### src/rtl/d16_pkg.sv
package d16_pkg;
    localparam int XW   = 16;
    localparam int RW   = 2;
    localparam int NREG = 1 << RW;
    localparam int IMMW = 8;

    localparam logic [3:0] OP_LDI  = 4'd0;
    localparam logic [3:0] OP_LDPC = 4'd1;
    localparam logic [3:0] OP_ADD  = 4'd2;
    localparam logic [3:0] OP_SUB  = 4'd3;
    localparam logic [3:0] OP_BZ   = 4'd4;
    localparam logic [3:0] OP_OUT  = 4'd5;
    localparam logic [3:0] OP_IN   = 4'd6;

    typedef enum logic [2:0] {K_MOV, K_ADD, K_SUB, K_BZ, K_OUT, K_IN} kind_e;

    typedef struct packed {
        kind_e           kind;
        logic [RW-1:0]   dst;
        logic [XW-1:0]   v1;
        logic [XW-1:0]   v2;
    } uop_t;

    typedef logic [NREG-1:0][XW-1:0] rfile_t;

    function automatic logic uop_writes(kind_e k);
        return (k == K_MOV) || (k == K_ADD) || (k == K_SUB) || (k == K_IN);
    endfunction
endpackage

### src/rtl/d16_queue.sv
module d16_queue import d16_pkg::*; #(
    parameter int DEPTH = 2,
    localparam int CW = $clog2(DEPTH + 1)
) (
    input  logic             clk,
    input  logic             rst_n,
    input  logic             enq,
    input  uop_t             enq_uop,
    input  logic             deq,
    input  logic             flush,
    output uop_t             slot [DEPTH],
    output logic [DEPTH-1:0] slot_vld,
    output logic             full,
    output logic [CW-1:0]    count
);
    typedef struct packed {
        uop_t [DEPTH-1:0] slot;
        logic [CW-1:0]    cnt;
    } qst_t;

    qst_t q_q, q_d;

    always_comb begin
        q_d = q_q;
        if (flush) begin
            q_d.cnt = '0;
        end else begin
            if (deq) begin
                for (int i = 0; i < DEPTH - 1; i++) begin
                    q_d.slot[i] = q_q.slot[i+1];
                end
                q_d.cnt = q_q.cnt - 1'b1;
            end
            if (enq) begin
                for (int i = 0; i < DEPTH; i++) begin
                    if (CW'(i) == q_d.cnt) q_d.slot[i] = enq_uop;
                end
                q_d.cnt = q_d.cnt + 1'b1;
            end
        end
    end

    always_ff @(posedge clk) begin
        if (!rst_n) q_q <= '0;
        else        q_q <= q_d;
    end

    for (genvar g = 0; g < DEPTH; g++) begin : g_slot
        assign slot[g]     = q_q.slot[g];
        assign slot_vld[g] = CW'(g) < q_q.cnt;
    end

    assign full  = (q_q.cnt == CW'(DEPTH));
    assign count = q_q.cnt;
endmodule

### src/rtl/d16_fetch.sv
module d16_fetch import d16_pkg::*; #(
    parameter int DEPTH = 2
) (
    input  logic [XW-1:0]    pc,
    input  logic [XW-1:0]    instr,
    input  rfile_t           rf,
    input  uop_t             slot [DEPTH],
    input  logic [DEPTH-1:0] slot_vld,
    input  logic             q_full,
    input  logic             flush,
    output logic             go,
    output uop_t             uop
);
    logic [3:0]    op;
    logic [RW-1:0] fa, fb, fc;
    logic          use_a, use_b, use_c, legal, hazard;

    assign op = instr[15:12];
    assign fa = instr[11:10];
    assign fb = instr[9:8];
    assign fc = instr[7:6];

    always_comb begin
        uop     = '0;
        uop.dst = fa;
        use_a   = 1'b0;
        use_b   = 1'b0;
        use_c   = 1'b0;
        legal   = 1'b1;
        case (op)
            OP_LDI: begin
                uop.kind = K_MOV;
                uop.v1   = XW'(instr[IMMW-1:0]);
            end
            OP_LDPC: begin
                uop.kind = K_MOV;
                uop.v1   = pc;
            end
            OP_ADD, OP_SUB: begin
                uop.kind = (op == OP_ADD) ? K_ADD : K_SUB;
                uop.v1   = rf[fb];
                uop.v2   = rf[fc];
                use_b    = 1'b1;
                use_c    = 1'b1;
            end
            OP_BZ: begin
                uop.kind = K_BZ;
                uop.v1   = rf[fa];
                uop.v2   = rf[fb];
                use_a    = 1'b1;
                use_b    = 1'b1;
            end
            OP_OUT: begin
                uop.kind = K_OUT;
                uop.v1   = rf[fa];
                use_a    = 1'b1;
            end
            OP_IN: begin
                uop.kind = K_IN;
            end
            default: legal = 1'b0;
        endcase
    end

    always_comb begin
        hazard = 1'b0;
        for (int i = 0; i < DEPTH; i++) begin
            if (slot_vld[i] && uop_writes(slot[i].kind)) begin
                if ((use_a && slot[i].dst == fa) ||
                    (use_b && slot[i].dst == fb) ||
                    (use_c && slot[i].dst == fc)) begin
                    hazard = 1'b1;
                end
            end
        end
    end

    assign go = legal && !hazard && !q_full && !flush;
endmodule

### src/rtl/d16_exec.sv
module d16_exec import d16_pkg::*; (
    input  uop_t          head,
    input  logic          head_vld,
    input  logic [XW-1:0] in_data,
    input  logic          in_valid,
    input  logic          out_ready,
    output logic          deq,
    output logic          flush,
    output logic [XW-1:0] br_target,
    output logic          wr_en,
    output logic [RW-1:0] wr_idx,
    output logic [XW-1:0] wr_val,
    output logic          out_valid,
    output logic [XW-1:0] out_data,
    output logic          in_ready
);
    always_comb begin
        deq       = 1'b0;
        flush     = 1'b0;
        wr_en     = 1'b0;
        wr_val    = head.v1;
        out_valid = 1'b0;
        in_ready  = 1'b0;
        if (head_vld) begin
            case (head.kind)
                K_MOV: begin
                    wr_en = 1'b1;
                    deq   = 1'b1;
                end
                K_ADD: begin
                    wr_en  = 1'b1;
                    wr_val = head.v1 + head.v2;
                    deq    = 1'b1;
                end
                K_SUB: begin
                    wr_en  = 1'b1;
                    wr_val = head.v1 - head.v2;
                    deq    = 1'b1;
                end
                K_BZ: begin
                    if (head.v2 == '0) flush = 1'b1;
                    else               deq   = 1'b1;
                end
                K_OUT: begin
                    out_valid = 1'b1;
                    deq       = out_ready;
                end
                K_IN: begin
                    in_ready = 1'b1;
                    if (in_valid) begin
                        wr_en  = 1'b1;
                        wr_val = in_data;
                        deq    = 1'b1;
                    end
                end
                default: ;
            endcase
        end
    end

    assign wr_idx    = head.dst;
    assign br_target = head.v1;
    assign out_data  = head.v1;
endmodule

### src/rtl/d16_core.sv
module d16_core import d16_pkg::*; #(
    parameter int DEPTH = 2
) (
    input  logic          clk,
    input  logic          rst_n,
    output logic [XW-1:0] imem_addr,
    input  logic [XW-1:0] imem_data,
    input  logic [XW-1:0] in_data,
    input  logic          in_valid,
    output logic          in_ready,
    output logic [XW-1:0] out_data,
    output logic          out_valid,
    input  logic          out_ready
);
    localparam int CW = $clog2(DEPTH + 1);

    typedef struct packed {
        logic [XW-1:0] pc;
        rfile_t        rf;
    } core_st_t;

    core_st_t st_q, st_d;

    uop_t             slot [DEPTH];
    logic [DEPTH-1:0] slot_vld;
    logic             q_full;
    logic [CW-1:0]    q_cnt;
    logic             fetch_go;
    uop_t             fetch_uop;
    logic             deq, flush, wr_en;
    logic [XW-1:0]    br_target, wr_val;
    logic [RW-1:0]    wr_idx;

    d16_fetch #(.DEPTH(DEPTH)) u_fetch (
        .pc       (st_q.pc),
        .instr    (imem_data),
        .rf       (st_q.rf),
        .slot     (slot),
        .slot_vld (slot_vld),
        .q_full   (q_full),
        .flush    (flush),
        .go       (fetch_go),
        .uop      (fetch_uop)
    );

    d16_queue #(.DEPTH(DEPTH)) u_queue (
        .clk      (clk),
        .rst_n    (rst_n),
        .enq      (fetch_go),
        .enq_uop  (fetch_uop),
        .deq      (deq),
        .flush    (flush),
        .slot     (slot),
        .slot_vld (slot_vld),
        .full     (q_full),
        .count    (q_cnt)
    );

    d16_exec u_exec (
        .head      (slot[0]),
        .head_vld  (slot_vld[0]),
        .in_data   (in_data),
        .in_valid  (in_valid),
        .out_ready (out_ready),
        .deq       (deq),
        .flush     (flush),
        .br_target (br_target),
        .wr_en     (wr_en),
        .wr_idx    (wr_idx),
        .wr_val    (wr_val),
        .out_valid (out_valid),
        .out_data  (out_data),
        .in_ready  (in_ready)
    );

    always_comb begin
        st_d = st_q;
        if (flush)         st_d.pc = br_target;
        else if (fetch_go) st_d.pc = st_q.pc + 1'b1;
        if (wr_en)         st_d.rf[wr_idx] = wr_val;
    end

    always_ff @(posedge clk) begin
        if (!rst_n) st_q <= '0;
        else        st_q <= st_d;
    end

    assign imem_addr = st_q.pc;
endmodule

### config.mk
export PLATFORM = sky130hd
export DESIGN_NAME = d16_core
export DESIGN_NICKNAME = d
export VERILOG_FILES = /design/src/rtl/d16_pkg.sv /design/src/rtl/d16_queue.sv /design/src/rtl/d16_fetch.sv /design/src/rtl/d16_exec.sv /design/src/rtl/d16_core.sv
export SDC_FILE = /design/constraint.sdc
export NUM_CORES = 1
export LEC_CHECK = 0
export BUFFER_PORTS_ARGS = -buffer_cell sky130_fd_sc_hd__buf_2
export CORE_UTILIZATION = 55
export DETAILED_ROUTE_END_ITERATION = 7
export MAX_ROUTING_LAYER = met4
export PLACE_DENSITY_LB_ADDON = 0.2
export SLEW_MARGIN = 20
export SYNTH_ARGS = -nofsm -noshare
export SYNTH_HDL_FRONTEND = slang
export SYNTH_SLANG_ARGS = --single-unit
### constraint.sdc
create_clock -name clk -period 5 [get_ports clk]
set_clock_uncertainty 0.2 [all_clocks]
set_input_delay 0.5 -clock clk [delete_from_list [all_inputs] [get_ports clk]]
set_output_delay 0.5 -clock clk [all_outputs]
set_load 0.05 [all_outputs]
* After elaboration in Yosys (flattened, before gate mapping)
Index checks and enable logic that the tools add are counted.
** Operators by class
- Add/subtract/negate cells :: 5
- Multiply operators :: 0
- Divide/modulo/power cells :: 0
- Magnitude comparators :: 7
- Equality and inequality tests :: 22
- Shift-type cells :: 0
- Multiplexer cells :: 43
- Bitwise operators :: 2
- Reduce and logical (&&, ||, !) cells :: 38
** Operators with widths (count)
- 16-bit two-way mux :: 8
- 39-bit two-way mux :: 3
- 16-bit binary-select mux with 2-bit select :: 3
- 64-bit bitwise mux :: 1
- 16-bit case mux with 4 select lines :: 1
- 16-bit case mux with 3 select lines :: 1
- 37-bit two-way mux :: 1
- 16-bit demux with 2-bit select :: 1
- 16-bit case mux with 2 select lines :: 1
- 1-bit two-way mux :: 19
- 16-bit by 1-bit adder with 16-bit output, second input constant :: 1
- 16-bit adder :: 1
- 16-bit logical NOT :: 1
- 16-bit subtractor :: 1
- 2-bit == test :: 6
- 4-bit by 3-bit == test with 1-bit output, second input constant :: 3
- 1-bit logical AND :: 12
- 2-bit by 3-bit less-than comparator with 1-bit output, second input constant :: 4
- 3-bit case mux with 4 select lines :: 1
- 1-bit logical OR :: 10
- 3-bit by 2-bit == test with 1-bit output, second input constant :: 3
- 3-bit == test, second input constant :: 3
- 4-bit by 2-bit == test with 1-bit output, second input constant :: 2
- 7-bit OR reduction :: 1
- 20 further kinds :: 29
** Storage, ports and cells
- Register bits :: 156
- Bits in latches :: 0
- Memory bits (writable) :: 0
- ROM bits :: 0
- Bits of input ports :: 36
- Memories :: 0

* Longest topological paths before layout
- Depth in word-level cells :: 16
- Mapped depth :: 15
- Mapped depth without buffers :: 14

* Modules after synthesis
Synthesis repeated with hierarchy kept, for this count alone.
** Second synthesis, totals
- Cells, all modules :: 1241
- Area, all modules :: 11285.8 um^2
** By module, submodules not included
- d16_queue :: times used 1, cells an instance 398, area an instance 4098.9 um^2, seq. area each 1521.5 um^2
- d16_core :: times used 1, cells an instance 407, area an instance 3395.8 um^2, seq. area each 1601.5 um^2
- d16_fetch :: times used 1, cells an instance 176, area an instance 2058.2 um^2, seq. area each 0.0 um^2
- d16_exec :: times used 1, cells an instance 260, area an instance 1732.9 um^2, seq. area each 0.0 um^2

* Worst setup path before layout
No wires, ideal clock.
- Path kind :: reg-to-reg
- Start point :: register u_queue.q_q (netlist bit u_queue.slot[71])
- End point :: register st_q[28] (netlist name)
- Data arrival time :: 3195 ps
- Data required time :: 4671 ps
- Path slack :: 1476 ps
- Cell stages (with the launch flop) :: 15
- Buffers on the path :: 2
- Path through :: dfxtp_1 > buf_2 > nand2b_1 > nor2_1 > clkbuf_1 > nor2_1 > xnor2_1 > ha_1 > nor2b_1 > o31a_1 > o31ai_2 > a2111oi_0 > or4_1 > a211oi_2 > o31ai_1
** On the way
- Cells in the longest elaborated chain, start to end :: 4
- Elaborated cells on any way between the ends :: 10
- Those cells by class :: eq/ne (3); mux (5); reduce/logical (2)
** Ends and longest elaborated chain
- start: declaration :: line d16_queue.sv:21 : qst_t q_q, q_d;
- start signal: assignment :: line d16_queue.sv:45 : else q_q <= q_d;
- 3-bit by 1-bit == test with 1-bit output, or another cell as far along :: line d16_exec.sv:25 : case (head.kind)
- 3-bit OR reduction (no source line) or 16-bit case mux with 3 select lines (tied branches)
- 1-bit case mux with 2 select lines or 16-bit two-way mux (tied branches) :: line d16_exec.sv:25, d16_exec.sv:24
- 1-bit two-way mux or 64-bit bitwise mux (tied branches) :: line d16_exec.sv:24, d16_core.sv:80
- end signal: assignment :: line d16_core.sv:85 : else st_q <= st_d;
- end: declaration :: line d16_core.sv:22 : core_st_t st_q, st_d;
Several ways; a longest one is shown, not always the timed one.
A chain may end at the register's enable or synchronous reset.

* Final worst setup path
- Start point :: register u_queue.q_q (netlist bit u_queue.slot[72])
- End point :: register st_q[8] (netlist name)
Same word-level chain as after synthesis.

==> summary.md <==
| Metric | Value |
|---|---|
| Outcome | completed |
| Max incr delay on CP | 0.93 ns |
| Synthesized instance count | 1118 |
| CTS buffer count | 17 |
| RSZ-0062 raised after global routing | no |
| Synthesized area | 10200 sq um |
| Post-synthesis cell type count | 75 |
| CTS hold repair buffers | 0 |
| Routed Antenna Nets | 0 |
| Clk buf depth | 2 |
| Max cap viols | 0 |
| Layout cell share with drive strength beyond 1 | 21.6% |
| Peak supply drop | 0.000473 V |
| Post-synth net total | 1177 |
| Hold Crit Class | flop to flop |
| Largest net degree at the start of global routing | 79 |
| CTS root buf | clkbuf_16 |
| DIE WIDTH | 138 um |
| Die area | 19000 sq um |
| # clock sinks | 156 |
| Area Overhead vs Synth | 7.63% |
| PD cells | 536 nW/um^2 |
| Crit path max-delay family | compound AO/OA/AOI/OAI gates |
| 1st-iter DRT viols | 770 |
| DR vias | 8777 |
| Worst Tran Pin Value | 1.21 ns |
| Crit path buf inv count | 0 |
| WP data required | 5.07 ns |
| Place WS | 0.883 ns |
| Leakage Power | 4.19 nW |
| Min Hold Slack | 0.255 ns |
| Grt ovf | 0 |
| Initial Utilization | 56.3% |
| Post-synth top area cell | dfxtp_1 |
| Fin nets | 1168 |
| Startpoint types | flop |
| Setup_tns | 0 ns |
| Die height | 138 um |
| Post-route minimum period | 4.19 ns |
| Max Freq | 0.239 GHz |
| HPWL after DPL | 21300 um |
| Worst skew pair latency | 0.43 ns |
| Vias in the first global route | 7846 |
| Post-Route WL | 29400 um |
| WS Path Type | flop to flop |
| IO Pins | 70 |
| Fin crit share | 83.8% |
| CTS tree | yes |
| Gr usage total | 32.8% |
| CP max stage cell | a222oi_1 |
| Worst EP arrival | 4.26 ns |
| Synth warn | 0 |
| ANT cells | 0 |
| Initial antenna violation count | 0 |
| Core ar. | 18000 sq um |
| Synthesized flop and latch total | 156 |
| Element type at the critical path end | flop |
| Normalized max-slew margin | 19.1% |
| Number of synthesized flops with an enable pin | 0 |
| Post-CTS sizing | 0 |
| First drt pass iteration count | 6 |
| Fin. Hold Viols | 0 |
| Crit-path max FO | 11 |
| Sequential area share after synthesis | 30.8% |
| Clock H-tree levels | 4 |
| DRC Markers | 0 |
| Worst Slack Setup Final | 0.812 ns |
| Syn avg cell area | 9.08 sq um |
| Number of I/O port buffers | 69 |
| First-pass GRT wire length | 45000 um |
| Via density | 6.50 |
| Largest cells by area after synthesis | dfxtp_1 (31%), mux4_2 (11%), mux2i_1 (4.9%) |
| WL/cell | 21.8 um |
| RD Place Congestion | 0.967 |
| Primary FF master, synth | dfxtp_1 |
| Setup Buffers After CTS | 0 |
| Post-synth top area share | 30.8% |
| Ys async rst share | 0% |
| Fin. max-slew vios | 0 |
| Crit path cell chain | nand2b_1 > or2_2 > o21ai_0 > fa_1 > nor2b_1 > o31a_1 > o31ai_2 > a21oi_1 > xor2_1 > a222oi_1 > a211oi_1 |
| Worst-path clk slew | 0.07 ns |
| FP Rows | 49 |
| Finish-stage setup viols | 0 |
layout make-up:
| type | count | area, sq um |
|---|---|---|
| well taps | 229 | 287 |
| fillers | 1564 | 7100 |
| flip-flops and latches | 156 | 3120 |
| multi-input cells | 817 | 6320 |
| inverters | 24 | 90.1 |
| clock buffers | 17 | 425 |
| clock inverters | 14 | 138 |
| repair buffers | 93 | 538 |
cells in the mapped netlist, types with 3 or more instances:
cell type  number
or4_1           3
a211oi_1       41
nor3_1         19
nand3_1        46
nor4_2          6
and3_1          7
o21ai_0        60
buf_6           6
o21ai_1         7
a211oi_2       22
a22oi_1        12
a21boi_0        3
mux2_2         17
ha_1           22
mux4_2         48
a21oi_1        53
o31ai_1        11
inv_1          23
dfxtp_1       156
a31oi_1         8
nor4_1          4
nand2b_1        9
a222oi_1       16
buf_2          16
buf_4          43
nor2b_1         3
o211ai_1       11
o21a_1          4
nand4_1         6
mux2i_1        50
xor2_1         17
or3_1           4
nor3b_1         3
xnor2_1        30
a21o_1          3
nor2_1        132
nor3b_2         3
or2_2           5
buf_1           3
a22o_1         18
clkbuf_1       52
nand2_1        71
layout by cell type (no fill, tap or decap), drive strengths merged, types with 7 or more instances in the layout:
master / Yosys / final
nand2: 71 / 71
dfxtp: 156 / 156
nor2: 132 / 132
buf: 68 / 93
a21oi: 53 / 53
clkbuf: 53 / 17
a31oi: 10 / 10
nor4: 12 / 12
o31ai: 12 / 12
xnor2: 30 / 30
o211ai: 11 / 11
mux2: 17 / 17
nand2b: 9 / 9
ha: 22 / 22
xor2: 17 / 17
o21ai: 67 / 67
a222oi: 16 / 16
nor3: 19 / 19
a211oi: 63 / 63
a22o: 18 / 18
and3: 7 / 7
a22oi: 13 / 13
inv: 24 / 28
mux2i: 50 / 50
nand3: 46 / 46
mux4: 48 / 48
sequential cells by signal, summed over array words and instances (netlist names):
register / flops
u_queue.slot: 74
u_queue.count: 2
st_q: 64
imem_addr: 16
report_power, final:
group / total [mW] / internal, mW / switching [mW] / leakage (nW)
combinational: 2.95 / 1.20 / 1.75 / 2.67
sequential: 1.65 / 1.41 / 0.237 / 1.26
clock: 1.25 / 0.690 / 0.564 / 0.259
total: 5.85 / 3.30 / 2.55 / 4.19
routing by layer:
layer | routed length [um] | up-vias | GRT usage (%)
li1 | - | 4118 | -
met1 | 13400 | 4263 | 45.7
met2 | 13000 | 347 | 48.7
met3 | 2140 | 49 | 4.09
met4 | 743 | 0 | 12.0
met5 | 0 | - | -
final timing paths:
| path | start | to | slack, ns | depth (start not counted) |
|---|---|---|---|---|
| max | u_queue.slot[72] | st_q[8] | 0.81 | 11 |
| min | u_queue.slot[19] | u_queue.slot[19] | 0.25 | 2 |
| max reg2reg | u_queue.slot[72] | st_q[8] | 0.81 | 11 |
| min reg2reg | u_queue.slot[19] | u_queue.slot[19] | 0.25 | 2 |
metrics by stage:
stage | std cells | power, mW | utilization, % | instance area, sq um
floorplan | 1118 | 3.96 | - | 10200
global placement | 1319 | 4.53 | 57.5 | 10400
detailed placement | 1319 | 4.56 | 57.5 | 10400
CTS | 1350 | 5.82 | 60.6 | 10900
global route | 1350 | 6.19 | 60.6 | 10900
finish | 1350 | 5.85 | 60.6 | 10900
worst register-to-register path: stages, from the launching register on:
cell and delay [ns]:
dfxtp_1 0.51, nand2b_1 0.18, or2_2 0.40, o21ai_0 0.36
fa_1 0.29, nor2b_1 0.07, o31a_1 0.27, o31ai_2 0.30
a21oi_1 0.18, xor2_1 0.17, a222oi_1 0.93, a211oi_1 0.17
cells by family after synthesis:
kind of cell	after synthesis	share of synthesized area, %
muxes	115	17.5
and+or+nand+nor	333	15.8
adders and majority gates	23	2.91
AOI/OAI and AO/OA	299	21.4
DFF	156	30.8
buffers and inverters	145	7.63
xor gates and xnor gates	47	4.06
Note: power is estimated with default switching activity, not from simulation.
